### config.mk
export PLATFORM = sky130hd
export DESIGN_NAME = dp_mbox_irq
export DESIGN_NICKNAME = d
export VERILOG_FILES = /design/src/rtl/dp_mbox_pkg.sv /design/src/rtl/dp_mbox_decode.sv /design/src/rtl/dp_mbox_flag.sv /design/src/rtl/dp_mbox_irq.sv
export SDC_FILE = /design/constraint.sdc
export NUM_CORES = 1
export LEC_CHECK = 0
export BUFFER_PORTS_ARGS = -buffer_cell sky130_fd_sc_hd__buf_2
export CORE_AREA = 2 2 39 41
export CTS_BUF_LIST = sky130_fd_sc_hd__clkbuf_8
export CTS_CLUSTER_SIZE = 10
export DETAILED_ROUTE_END_ITERATION = 6
export DIE_AREA = 0 0 41 43
export GPL_TIMING_DRIVEN = 1
export SLEW_MARGIN = 10
export SYNTH_ARGS = -nofsm -noshare
export SYNTH_HDL_FRONTEND = slang
export SYNTH_SLANG_ARGS = --single-unit
### constraint.sdc
create_clock -name clk_i -period 1.71 [get_ports clk_i]
set_input_delay 0.513 -clock clk_i [delete_from_list [all_inputs] [get_ports clk_i]]
set_output_delay 0.513 -clock clk_i [all_outputs]
set_load 0.02 [all_outputs]
### src/rtl/dp_mbox_pkg.sv
`timescale 1ns/1ps
package dp_mbox_pkg;
  localparam int unsigned NUM_PORTS = 2;

  typedef enum int unsigned {
    PORT_L = 0,
    PORT_R = 1
  } port_e;

  // index of the opposite port
  function automatic int unsigned peer_of(input int unsigned p);
    return (p == PORT_L) ? PORT_R : PORT_L;
  endfunction
endpackage

### src/rtl/dp_mbox_decode.sv
`timescale 1ns/1ps
module dp_mbox_decode #(
  parameter int unsigned AW = 15,
  parameter logic [AW-1:0] OWN_ADDR = '1,
  parameter logic [AW-1:0] PEER_ADDR = '1
) (
  input  logic          en_i,
  input  logic          wr_i,
  input  logic          busy_i,
  input  logic [AW-1:0] addr_i,
  output logic          post_o,
  output logic          ack_o
);
  logic go;

  assign go     = en_i & ~busy_i;
  assign post_o = go &  wr_i & (addr_i == PEER_ADDR);
  assign ack_o  = go & ~wr_i & (addr_i == OWN_ADDR);
endmodule

### src/rtl/dp_mbox_flag.sv
`timescale 1ns/1ps
module dp_mbox_flag (
  input  logic clk_i,
  input  logic rst_ni,
  input  logic set_i,
  input  logic clr_i,
  output logic irq_no
);
  logic pend_q;

  always_ff @(posedge clk_i or negedge rst_ni) begin
    if (!rst_ni)    pend_q <= 1'b0;
    else if (set_i) pend_q <= 1'b1;  // set dominates
    else if (clr_i) pend_q <= 1'b0;
  end

  assign irq_no = ~pend_q;
endmodule

### src/rtl/dp_mbox_irq.sv
`timescale 1ns/1ps
module dp_mbox_irq #(
  parameter int unsigned AW = 15
) (
  input  logic          clk_i,
  input  logic          rst_ni,
  input  logic          l_en_i,
  input  logic          l_wr_i,
  input  logic [AW-1:0] l_addr_i,
  input  logic          l_busy_i,
  input  logic          r_en_i,
  input  logic          r_wr_i,
  input  logic [AW-1:0] r_addr_i,
  input  logic          r_busy_i,
  output logic          l_irq_no,
  output logic          r_irq_no
);
  import dp_mbox_pkg::*;

  localparam logic [AW-1:0] MBOX_R = {AW{1'b1}};
  localparam logic [AW-1:0] MBOX_L = MBOX_R - 1'b1;

  logic [NUM_PORTS-1:0]         en, wr, busy, post, ack, irq_n;
  logic [NUM_PORTS-1:0][AW-1:0] addr;

  assign en   = {r_en_i,   l_en_i};
  assign wr   = {r_wr_i,   l_wr_i};
  assign busy = {r_busy_i, l_busy_i};
  assign addr = {r_addr_i, l_addr_i};

  for (genvar p = 0; p < NUM_PORTS; p++) begin : g_port
    localparam logic [AW-1:0] OWN  = (p == PORT_R) ? MBOX_R : MBOX_L;
    localparam logic [AW-1:0] PEER = (p == PORT_R) ? MBOX_L : MBOX_R;

    dp_mbox_decode #(
      .AW       (AW),
      .OWN_ADDR (OWN),
      .PEER_ADDR(PEER)
    ) i_dec (
      .en_i  (en[p]),
      .wr_i  (wr[p]),
      .busy_i(busy[p]),
      .addr_i(addr[p]),
      .post_o(post[p]),
      .ack_o (ack[p])
    );

    dp_mbox_flag i_flag (
      .clk_i (clk_i),
      .rst_ni(rst_ni),
      .set_i (post[peer_of(p)]),
      .clr_i (ack[p]),
      .irq_no(irq_n[p])
    );
  end

  assign l_irq_no = irq_n[PORT_L];
  assign r_irq_no = irq_n[PORT_R];
endmodule

==> results by stage, run 1 <==
STA:
- The final number of setup-violating endpoints is 0.
- The part of the cycle the worst path needs is 0.754.
- Between clock sinks in the finished design, the worst skew comes to 0 ns.
- The total negative slack for setup checks is 0 ns.
- The number of max-slew violations in the final report is 0.
- The smallest setup slack after layout is 0.421 ns.
- Based on the critical path, the design can be clocked at up to 776 MHz.
- Setup repair after global routing left no endpoint under its margin.
- In this run the tightest slew margin relative to its limit is 0.825.
- The total count of hold-check failures in the final report is 0.
- The time the worst path needs with I/O delays and setup is 1.29 ns.
- The transition time at the pin with the least slew margin is 0.260 ns.

Floorplanning:
- The die boundary width is 41 um.
- The initial standard-cell utilization of the core is 0.127.
- The floorplan row count is 14.
- The die span in y is 43 um.
- After floorplanning, the core was sized to cover 1380 um2.
- The total die area is 1760 um2.
- Pin placement for this block handled 40 I/O pins.

Setup path:
- Data on the critical path arrives at its endpoint at 0.78 ns.
- The critical path is of the flip-flop to primary output type.
- Along the worst path, the maximum fanout reaches 2.
- STA classifies the critical path startpoint as a flip-flop.
- The endpoint class of the critical path is a primary output.
- The required time of the critical path is 1.20 ns.

Yosys:
- The distinct cell type count after synthesis is 9.
- Of the post-synthesis cell area, the dominant cell type holds 0.286.
- After synthesis, the cell types taking the most area are sky130_fd_sc_hd__dfrtp_1, sky130_fd_sc_hd__nand4_1, sky130_fd_sc_hd__nor4_2.
- The basic-gate share of the synthesized area counting and, or, nand and nor cells is 0.586.
- The post-synth design cell area is 175 um2.
- Of the total synthesized cell area, the portion taken by full adders, half adders and majority gates is 0.
- Of the total synthesized cell area, the portion taken by XOR and XNOR cells is 0.
- By area, the combinational part of the netlist is dominated by simple AND/OR/NAND/NOR gates.
- The Yosys step of the flow raised 0 warnings.
- Of all cell types, the one taking the most synthesized area is sky130_fd_sc_hd__dfrtp_1.
- Counting flops and latches in the post-synthesis netlist gives 2.
- The share of cell area taken by muxes after synthesis is 0.
- The post-synthesis compound-gate area fraction was 0.0857.
- The net count after synthesis is 57.
- The part of the Yosys area used for sequential elements is 0.286.
- Synthesis produced 19 cells.
- The average instance in the mapped netlist occupies 9.22 um2.

Final layout:
- The number of antenna diodes in the final layout is 0.
- The count of fill cells added during filler insertion is 150.
- The flip-flop count of the largest register after layout is 2.
- At the end of the flow, the number of nets in the layout was 101.
- In the final layout, the share of cells above drive strength 1 is 0.721.
- The largest registers in the layout are g_port.i_flag.pend_q (2).
- Leaving out fill and tap cells, the most frequent cell in the layout is sky130_fd_sc_hd__buf_2.
- The synthesis-to-layout area growth is 146%.
- The top cell types in the final layout, fill and taps aside, are sky130_fd_sc_hd__buf_2, sky130_fd_sc_hd__nand4_1, sky130_fd_sc_hd__clkbuf_8.
- g_port.i_flag.pend_q holds more flip-flops than any other register.

Routing:
- The detailed-route via count is 316.
- The iteration-0 DRC count of the detailed router is 2.
- The count of nets left with antenna violations once routing finished came out at 0.
- In the final routed layout, each cell accounts on average for 8.90 um.
- The remaining routing DRC violations is 0.
- The total routed wirelength is 685 um.
- The vias per cell is 4.10.
- For this run, the detailed router's first-pass iteration total came to 2.

Clock tree:
- The number of CTS-inserted buffers is 3.
- The total setup buffers inserted after CTS is 0.
- The clock tree from TritonCTS is done.
- In this run the number of H-tree levels came out at 1.
- The tree built by TritonCTS fans out to 2 sinks.
- The later pin in the worst-skew pair is clocked with a latency of 0.21 ns.
- Clock tree synthesis selected as its root buffer the cell sky130_fd_sc_hd__clkbuf_8.
- The clock passes through at most 2 buffers.
- Hold repair after CTS inserted 0 buffers.
- The clock-pin slew reported for the worst setup and hold paths after clock tree synthesis is 0.03 ns.
- The count of cells resized by post-cts repair is 0.

Power and ir drop:
- The power per standard cell area is 643 nW/um2.
- Of the total power, the clock network draws 0.661.
- The worst-case IR drop observed on VDD is 0.145 mV.
- The portion of total power attributed to sequential cells is 0.172.
- The design internal power is 229 uW.
- Of the total power, combinational logic draws 0.167.
- Summed over all cells, the static leakage comes to 0.000219 uW.
- The switching portion of total power is 0.176.
- In this run the power spent charging and discharging nets is 48.9 uW.

Placement:
- Port buffering added 39 buffers.
- The final estimated routing congestion in global placement is 0.606.
- The worst setup slack after placement is 0.187 ns.

GRT:
- The number of antenna violations at the first check in global routing came to 0.
- The global routing usage on met1 is 0.0762.
- The number of global-route vias before repair is 290.
- For met3 alone, demand over resource in global routing was 0.0471.
- After global routing, the most crowded layer is met2.
- The overflow left after global routing is 0.
- The first global-routing pass estimated 1060 um of wire.
- Across every metal layer, demand over resource in global routing totals 0.0920.
- For met2 alone, demand over resource in global routing was 0.147.
- Entering global routing, the biggest net connects 3 pins.

Status:
- The flow ran to the end, and the final reports show no timing, DRC or antenna violations.

Hold path:
- The class of the tightest hold or removal check is primary input to async pin.

Run:
- The max capacitance violation total is 0.
-- final timing paths --
kind / from / endpoint / slack (ns) / cells past startpoint
setup / recovery: g_port[0].i_flag.pend_q$_DFFE_PN0P_ / l_irq_no / 0.42 / 2
hold / removal: rst_ni / g_port[0].i_flag.pend_q$_DFFE_PN0P_ / 0.08 / 1
setup reg to reg: g_port[1].i_flag.pend_q$_DFFE_PN0P_ / g_port[1].i_flag.pend_q$_DFFE_PN0P_ / 1.03 / 1
hold reg to reg: g_port[1].i_flag.pend_q$_DFFE_PN0P_ / g_port[1].i_flag.pend_q$_DFFE_PN0P_ / 0.48 / 1
max in group asynchronous: rst_ni / g_port[1].i_flag.pend_q$_DFFE_PN0P_ / 1.53 / 1
min in group clk_i: g_port[1].i_flag.pend_q$_DFFE_PN0P_ / g_port[1].i_flag.pend_q$_DFFE_PN0P_ / 0.48 / 1
-- cells by family after synthesis --
family                 count (synthesis)
and+or+nand+nor                       13
AOI/OAI and AO/OA                      2
buffers and inverters                  2
DFF                                    2
-- layer usage --
metal	wire [um]	up-vias	share of wire
li1	-	166	-
met2	375	9	0.55
met5	0	-	0
met3	42	3	0.061
met4	18	0	0.026
met1	248	138	0.36
-- power groups by stage --
| stage | registers [uW] | logic [uW] | clock network [uW] |
|---|---|---|---|
| 4_1_cts | 47.8 | 47.0 | 191 |
| 3_3_place_gp | 48.2 | 45.6 | 0 |
| 3_5_place_dp | 48.2 | 47.0 | 0 |
| 5_1_grt | 47.7 | 52.7 | 196 |
| 2_1_floorplan | 48.2 | 5.39 | 0 |
| 6_report | 47.8 | 46.5 | 183 |
-- synthesized netlist by cell type (all sizes together) --
cell and number:
nor4 2, nand4 6, inv 2, nand4b 2
a32o 1, dfrtp 2, o21ai 1, nor3b 1
nand3b 2
-- final cells by class --
type | instances | area, um2 | area share
sequential | 2 | 50.0 | 0.116
timing repair buffer | 39 | 195 | 0.452
clock buffer | 3 | 41.3 | 0.0957
tap | 16 | 20.0 | 0.0464
multi-input combinational | 15 | 118 | 0.272
inverter | 2 | 7.51 | 0.0174
-- through the flow --
stage	hold WS, ns	power [uW]	cell area (um2)	cells	util
2_1_floorplan	0.217	53.6	175	19	-
3_3_place_gp	0.300	93.8	390	74	0.282
3_5_place_dp	0.300	95.2	390	74	0.282
4_1_cts	0.0781	285	432	77	0.312
5_1_grt	0.0766	296	432	77	0.312
6_report	0.0819	278	432	77	0.312
-- critical path: stages, from the launching register on --
cell and delay (ns):
sky130_fd_sc_hd__dfrtp_1 0.35, sky130_fd_sc_hd__inv_1 0.06, sky130_fd_sc_hd__buf_2 0.16
Power figures use the tool's default switching activity.
==> run 2, diff against run 1 <==
--- a/config.mk
+++ b/config.mk
@@ -5,6 +5,7 @@
 export SDC_FILE = /design/constraint.sdc
 export NUM_CORES = 1
 export LEC_CHECK = 0
+export ABC_AREA = 1
 export BUFFER_PORTS_ARGS = -buffer_cell sky130_fd_sc_hd__buf_2
 export CORE_AREA = 2 2 39 41
 export CTS_BUF_LIST = sky130_fd_sc_hd__clkbuf_8
==> constraint.sdc (replaced) <==
create_clock -name clk_i -period 1.3 [get_ports clk_i]
set_input_delay 0.39 -clock clk_i [delete_from_list [all_inputs] [get_ports clk_i]]
set_output_delay 0.39 -clock clk_i [all_outputs]
set_load 0.02 [all_outputs]
==> results by stage, run 2 <==
Setup path:
- The first element of the critical path is g_port[0].i_flag.pend_q$_DFFE_PN0P_.
- The arrival time of data at the critical path endpoint is 0.78 ns (about the same).
- The type of the setup path with the least slack is flip-flop to primary output.
- The required time of the critical path was 0.91 ns (-0.29 ns).
- The worst-case reg-to-reg path depth is 2 (+1).
- The reg-to-reg startpoint is g_port[0].i_flag.pend_q$_DFFE_PN0P_.
- The setup slack on the worst flop-to-flop path was 0.71 ns (-0.32 ns).
- The worst setup path is captured at a primary output.
- The endpoint of the lowest-slack register-to-register path is g_port[0].i_flag.pend_q$_DFFE_PN0P_.
- The highest fanout seen on the critical path is 2 (unchanged).
- The kind of launch point of the worst setup path is a flip-flop.

Clock tree:
- The maximum clock insertion buffer count is 2 (unchanged).
- The buffer type at the clock tree root is sky130_fd_sc_hd__clkbuf_8.
- The clock-pin slew reported for the worst setup and hold paths after clock tree synthesis is 0.03 ns (about the same).
- The count of cells resized by post-cts repair is 0 (unchanged).
- The number of CTS-inserted buffers is 3 (unchanged).
- The number of clock sinks was 2 (unchanged).
- The H-tree depth was 1 (unchanged).
- The clock tree from TritonCTS is done.
- The latest clock arrival within the worst-skew pair is 0.20 ns (about the same).

GRT:
- The number of antenna violations at the first check in global routing is 0 (unchanged).
- The all-layer global routing usage was 0.0964 (+0.00439).
- The maximum number of pins on one net before global-route repair came to 3 (unchanged).
- The overflow left after global routing came to 0 (unchanged).
- The wire length of the first global-routing pass was 1150 um (+9.2%).
- The number of global-route vias before repair is 369 (+27%).

Power and ir drop:
- The static leakage was 0.000300 uW (+37%).
- The power per standard cell area is 714 nW/um2 (+11%).
- The power after layout is 384 uW (+38%).
- The largest voltage drop on the vdd net is 0.495 mV (+240%).

Final layout:
- The post-layout net count came to 133 (+32%).
- The area used by sequential logic in the layout is 50.0 um2 (unchanged).
- The flip-flop count of the largest register after layout is 2 (unchanged).
- The number of diodes added for antenna fixing is 0 (unchanged).
- The count of fill cells added during filler insertion came to 153 (+2.0%).
- In the layout the commonest cells are sky130_fd_sc_hd__buf_2, sky130_fd_sc_hd__nand2_1, sky130_fd_sc_hd__nor2_1, sky130_fd_sc_hd__inv_1.
- The multi-input gate area in the final layout is 191 um2 (+63%).
- The library cell used most frequently in the layout, excluding fill and tap cells, is sky130_fd_sc_hd__buf_2.
- Relative to the synthesized area, the layout overhead comes to 98.2%.
- The largest registers in the layout are g_port.i_flag.pend_q (2).
- The final cell count without fillers is 109 (+42%).
- The proportion of layout cells with a drive suffix above 1 is 0.516 (-0.205).
- The register with the most flip-flops is g_port.i_flag.pend_q.

Hold path:
- The class of the tightest hold or removal check is flip-flop to flip-flop.
- The path with the worst hold slack has its endpoint at g_port[1].i_flag.pend_q$_DFFE_PN0P_.
- The startpoint of the tightest hold check path is g_port[1].i_flag.pend_q$_DFFE_PN0P_.
- The worst hold path was traced through 2 stages.

STA:
- The worst clock skew is 0 ns (unchanged).
- Of the available clock period, the critical path in the final layout requires 0.898.
- The final number of setup-violating endpoints is 0 (unchanged).
- The total negative slack for setup checks was 0 ns (unchanged).
- Setup repair after global routing left no endpoint under its margin.
- The number of max-slew violations in the final report is 0 (unchanged).
- Static timing analysis puts the maximum clock frequency at 857 MHz.
- The transition time at the pin with the least slew margin came to 0.165 ns (-0.0955 ns).
- The smallest hold slack is 0.462 ns (+0.380 ns).
- The worst relative slew slack is 0.890 (+0.0649).
- The total count of hold-check failures in the final report is 0 (unchanged).
- The time the worst path needs with I/O delays and setup is 1.17 ns.

Run:
- The max capacitance violation total was 0 (unchanged).

Yosys:
- By area the synthesized netlist is led by sky130_fd_sc_hd__nand2_1, sky130_fd_sc_hd__dfrtp_1, sky130_fd_sc_hd__nor2_1.
- By count the netlist is led by sky130_fd_sc_hd__nand2_1, sky130_fd_sc_hd__nor2_1, sky130_fd_sc_hd__inv_1, sky130_fd_sc_hd__nand3_1, sky130_fd_sc_hd__nor2_2.
- The distinct cell type count after synthesis was 12 (+3).
- In the post-synthesis netlist, the cell with the most instances is sky130_fd_sc_hd__nand2_1.
- The main flop type after synthesis is sky130_fd_sc_hd__dfrtp_1.
- The average cell area after synthesis came to 5.43 um2 (-41%).
- The area share of the largest cell type after synthesis is 0.290 (+0.00461).
- The count of state elements after synthesis is 2 (unchanged).
- The share of async-settable or async-resettable flops after synthesis was 1.00 (unchanged).
- The post-synthesis cell type with the largest combined area is sky130_fd_sc_hd__nand2_1.
- The part of the Yosys area used for sequential elements is 0.184 (-0.101).
- The number of enable flip-flop cells after synthesis was 0 (unchanged).
- The post-synth design cell area came to 272 um2 (+55%).
- The net count after synthesis is 88 (+54%).
- The number of synthesis warnings is 0 (unchanged).
- The cell count after synthesis is 50 (+31).

Floorplanning:
- The total die area is 1760 um2 (unchanged).
- The placeable core region was 1380 um2 (unchanged).
- The floorplan row count is 14 (unchanged).
- The count of pins on the block boundary is 40 (unchanged).
- The initial standard-cell utilization of the core is 0.196 (+0.0696).
- The die span in y was 43 um (unchanged).
- The die boundary width is 41 um (unchanged).

Status:
- The flow ran to the end, and the final reports show no timing, DRC or antenna violations.

Placement:
- The final estimated routing congestion in global placement is 0.619 (+2.3%).
- The post-detailed-placement half-perimeter wirelength is 698 um.
- The number of I/O port buffers was 39 (unchanged).
- The number of cells after detailed placement is 105 (+42%).

Routing:
- The number of optimization iterations in the first detailed-route pass was 3 (+1).
- The detailed-route via count is 413 (+31%).
- The total routed wirelength came to 762 um (+11%).
- The vias per cell is 3.79 (-7.7%).
- The average detailed-routed wire length per instance came to 6.99 um (-21%).
- The remaining routing DRC violations is 0 (unchanged).
- The residual antenna-violating net count after detailed routing was 0 (unchanged).
- The iteration-0 DRC count of the detailed router is 2 (unchanged).
[run 2: worst max path at each step]
stage / to / slack [ns] / cells after the start
final: l_irq_no / 0.13 / 2
after global placement: g_port[1].i_flag.pend_q$_DFFE_PN0P_ / 0.25 / 8
after CTS: l_irq_no / 0.13 / 2
after detailed placement: g_port[1].i_flag.pend_q$_DFFE_PN0P_ / 0.26 / 8
after floorplan: g_port[0].i_flag.pend_q$_DFFE_PN0P_ / 0.39 / 7
after global routing: l_irq_no / 0.10 / 2
[run 2: logic make-up after synthesis]
| kind of cell | count (synthesis) | synth area share |
|---|---|---|
| and+or+nand+nor | 40 | 0.705 |
| DFF | 2 | 0.184 |
| buffers and inverters | 8 | 0.111 |
[run 2: worst max-delay path, cell delays in order, from the launching register on]
cell	delay, ns
sky130_fd_sc_hd__dfrtp_1	0.37
sky130_fd_sc_hd__inv_1	0.05
sky130_fd_sc_hd__buf_2	0.15
[run 2: layout make-up]
type	instances	area share
multi-input cells	40	0.356
well taps	16	0.0372
flip-flops and latches	2	0.0930
repair buffers	40	0.381
inverters	8	0.0558
clock buffers	3	0.0767
[run 2: per-layer routing]
layer / up-vias / track usage / share of wire
li1: 239 / - / -
met1: 145 / 0.0836 / 0.40
met2: 29 / 0.172 / 0.45
met3: 0 / 0.0314 / 0.15
met4: 0 / 0.0600 / 0
met5: - / 0 / 0
[run 2: timing repair]
action | CTS | global route
buffers inserted | 0 | 0
hold endpoints to repair | 2 | 0
hold buffers | 1 | 0
[run 2: power breakdown]
group          leakage (uW)  internal (uW)  total [uW]  switching (uW)
Sequential        0.0000280           62.8        62.8          0.0116
Clock             0.0000216            195         237            41.8
Combinational      0.000250           51.3        84.5            33.2
[run 2: stage by stage]
step	area [um2]	setup slack, ns	util
3_5_place_dp	487	0.262	0.352
4_1_cts	538	0.129	0.389
5_1_grt	538	0.100	0.389
2_1_floorplan	272	0.391	-
3_3_place_gp	487	0.251	0.352
6_report	538	0.133	0.389
==> run 3, diff against run 2 <==
--- a/config.mk
+++ b/config.mk
@@ -8,8 +8,6 @@
 export ABC_AREA = 1
 export BUFFER_PORTS_ARGS = -buffer_cell sky130_fd_sc_hd__buf_2
 export CORE_AREA = 2 2 39 41
-export CTS_BUF_LIST = sky130_fd_sc_hd__clkbuf_8
-export CTS_CLUSTER_SIZE = 10
 export DETAILED_ROUTE_END_ITERATION = 6
 export DIE_AREA = 0 0 41 43
 export GPL_TIMING_DRIVEN = 1
==> results by stage, run 3 (synthesis gave the netlist of run 2 again) <==
Status:
- The run finished with clean final reports.

GRT:
- The maximum number of pins on one net before global-route repair is 3 (unchanged).
- The number of antenna violations at the first check in global routing is 0 (unchanged).
- The all-layer global routing usage came to 0.0954 (-0.00100).
- The wire length of the first global-routing pass is 1140 um (-1.2%).
- The number of global-route vias before repair came to 370 (+0.27%).
- The overflow left after global routing is 0 (unchanged).

Setup path:
- The arrival time of data at the critical path endpoint is 0.80 ns (+0.02 ns).
- The required time of the critical path is 0.91 ns (about the same).
- The endpoint class of the critical path is a primary output.
- The endpoint of the lowest-slack register-to-register path is g_port[0].i_flag.pend_q$_DFFE_PN0P_.
- The reg-to-reg startpoint is g_port[0].i_flag.pend_q$_DFFE_PN0P_.
- The kind of cell with the highest combined delay along the critical path is flip-flops.
- The slowest cell on the critical path is sky130_fd_sc_hd__dfrtp_1.
- The number of buffers and inverters on the critical path was 2 (unchanged).
- The worst setup path is launched from a flip-flop.
- The maximum cell stage delay along the critical path is 0.37 ns (about the same).
- The highest fanout seen on the critical path is 2 (unchanged).
- The setup slack on the worst flop-to-flop path came to 0.71 ns (about the same).
- The critical path goes through inv_1 -> buf_2.
- The worst setup path is of the flip-flop to primary output kind.
- The worst-case reg-to-reg path depth is 2 (unchanged).

STA:
- The total negative slack for setup checks came to 0 ns (unchanged).
- The time the worst path needs with I/O delays and setup is 1.19 ns (+0.0210 ns).
- The worst clock skew is 0 ns (unchanged).
- The transition time at the pin with the least slew margin was 0.165 ns (unchanged).
- The maximum operating frequency is 842 MHz (-1.8%).
- The final number of setup-violating endpoints is 0 (unchanged).
- The part of the cycle the worst path needs is 0.914 (+0.0161).
- The worst relative slew slack is 0.890 (unchanged).
- The number of max-slew violations in the final report is 0 (unchanged).
- Setup repair after global routing left no endpoint under its margin.
- The total count of hold-check failures in the final report was 0 (unchanged).

Placement:
- The number of I/O port buffers is 39 (unchanged).
- The final estimated routing congestion in global placement was 0.619 (unchanged).
- The post-detailed-placement half-perimeter wirelength is 698 um (unchanged).

Floorplanning:
- The total die area is 1760 um2 (unchanged).
- The count of pins on the block boundary is 40 (unchanged).
- The die span in y came to 43 um (unchanged).
- The placeable core region came to 1380 um2 (unchanged).
- The floorplan row count is 14 (unchanged).
- The initial standard-cell utilization of the core is 0.196 (unchanged).
- The die boundary width is 41 um (unchanged).

Clock tree:
- The H-tree depth was 1 (unchanged).
- TritonCTS built the clock tree.
- The latest clock arrival within the worst-skew pair is 0.22 ns (+0.02 ns).
- The clock-pin slew reported for the worst setup and hold paths after clock tree synthesis is 0.03 ns (about the same).
- The number of hold buffers added after cts is 1 (unchanged).
- The number of CTS-inserted buffers is 3 (unchanged).
- The number of clock sinks was 2 (unchanged).
- The total setup buffers inserted after CTS came to 0 (unchanged).
- The maximum clock insertion buffer count is 2 (unchanged).
- The buffer type at the clock tree root is sky130_fd_sc_hd__clkbuf_4.
- The count of cells resized by post-cts repair came to 0 (unchanged).

Routing:
- The iteration-0 DRC count of the detailed router is 4 (+2).
- The number of optimization iterations in the first detailed-route pass came to 3 (unchanged).
- The detailed-route via count is 418 (+1.2%).
- The remaining routing DRC violations is 0 (unchanged).
- The residual antenna-violating net count after detailed routing is 0 (unchanged).
- The average detailed-routed wire length per instance is 7.22 um (+3.3%).
- The total routed wirelength is 787 um (+3.3%).
- The vias per cell is 3.83 (+1.2%).

Final layout:
- The utilization after layout is 0.375 (-0.0136).
- The synthesis-to-layout area growth is 91.2%.
- The proportion of layout cells with a drive suffix above 1 was 0.516 (unchanged).
- The post-layout net count is 133 (unchanged).
- In the layout the commonest cells are sky130_fd_sc_hd__buf_2, sky130_fd_sc_hd__nand2_1, sky130_fd_sc_hd__nor2_1, sky130_fd_sc_hd__inv_1.
- The flip-flop count of the largest register after layout is 2 (unchanged).
- In the final layout, the registers with the most flip-flops are g_port.i_flag.pend_q (2).
- The most common library cell in the layout ignoring fill and taps is sky130_fd_sc_hd__buf_2.
- The area used by sequential logic in the layout is 50.0 um2 (unchanged).
- The count of fill cells added during filler insertion is 153 (unchanged).
- Counting flops per register, the top entry is g_port.i_flag.pend_q.
- The multi-input gate area in the final layout is 191 um2 (unchanged).
- The number of diodes added for antenna fixing is 0 (unchanged).

Run:
- The max capacitance violation total is 0 (unchanged).

Hold path:
- The path with the worst hold slack has its endpoint at g_port[1].i_flag.pend_q$_DFFE_PN0P_.
- The worst hold path begins at g_port[1].i_flag.pend_q$_DFFE_PN0P_.
- The class of the tightest hold or removal check is flip-flop to flip-flop.
- The hold-critical path depth is 2 (unchanged).

Power and ir drop:
- The power after layout was 286 uW (-26%).
- The largest voltage drop on the vdd net is 0.213 mV (-57%).
- The static leakage is 0.000292 uW (-2.6%).
- The power per standard cell area is 550 nW/um2 (-23%).
run 3: changes by cell type in the layout (fill, tap and decap cells not counted):
cell                       delta
sky130_fd_sc_hd__clkbuf_4     +3
sky130_fd_sc_hd__clkbuf_8     -3
run 3: routing by layer:
layer,part of all wire,global-route usage,vias up
li1,-,-,239
met1,0.39,0.0804,150
met2,0.46,0.172,29
met3,0.15,0.0314,0
met4,0,0.0600,0
met5,0,0,-
run 3: final cells by class:
type | instances | area share
flip-flops and latches | 2 | 0.0964
multi-input cells | 40 | 0.369
inverters | 8 | 0.0578
repair buffers | 40 | 0.395
well taps | 16 | 0.0386
clock buffers | 3 | 0.0434
run 3: how the worst max path moves through the flow:
stage / slack, ns / cells past startpoint / startpoint / end
after floorplan: 0.39 / 7 / l_addr_i[9] / g_port[0].i_flag.pend_q$_DFFE_PN0P_
after global placement: 0.25 / 8 / r_addr_i[12] / g_port[1].i_flag.pend_q$_DFFE_PN0P_
after detailed placement: 0.26 / 8 / r_addr_i[12] / g_port[1].i_flag.pend_q$_DFFE_PN0P_
after CTS: 0.10 / 2 / g_port[0].i_flag.pend_q$_DFFE_PN0P_ / l_irq_no
after global routing: 0.08 / 2 / g_port[0].i_flag.pend_q$_DFFE_PN0P_ / l_irq_no
final: 0.11 / 2 / g_port[0].i_flag.pend_q$_DFFE_PN0P_ / l_irq_no
run 3: where the power goes:
part           internal [uW]  total [uW]  switching [uW]
Clock                    102         138            36.3
Sequential              62.7        62.8          0.0115
Combinational           51.3        84.6            33.4
Total                    216         286            69.7
run 3: worst min-delay path, cell delays in order (launching register included):
cell,delay [ns]
sky130_fd_sc_hd__dfrtp_1,0.33
sky130_fd_sc_hd__nand2_1,0.05
sky130_fd_sc_hd__nand2_1,0.04
run 3: stage by stage:
| step | area [um2] | hold slack [ns] | std cells | worst slack [ns] |
|---|---|---|---|---|
| 2_1_floorplan | 272 | 0.0944 | 50 | 0.391 |
| 3_3_place_gp | 487 | 0.175 | 105 | 0.251 |
| 3_5_place_dp | 487 | 0.178 | 105 | 0.262 |
| 4_1_cts | 519 | 0.467 | 109 | 0.102 |
| 5_1_grt | 519 | 0.502 | 109 | 0.0793 |
| 6_report | 519 | 0.462 | 109 | 0.112 |
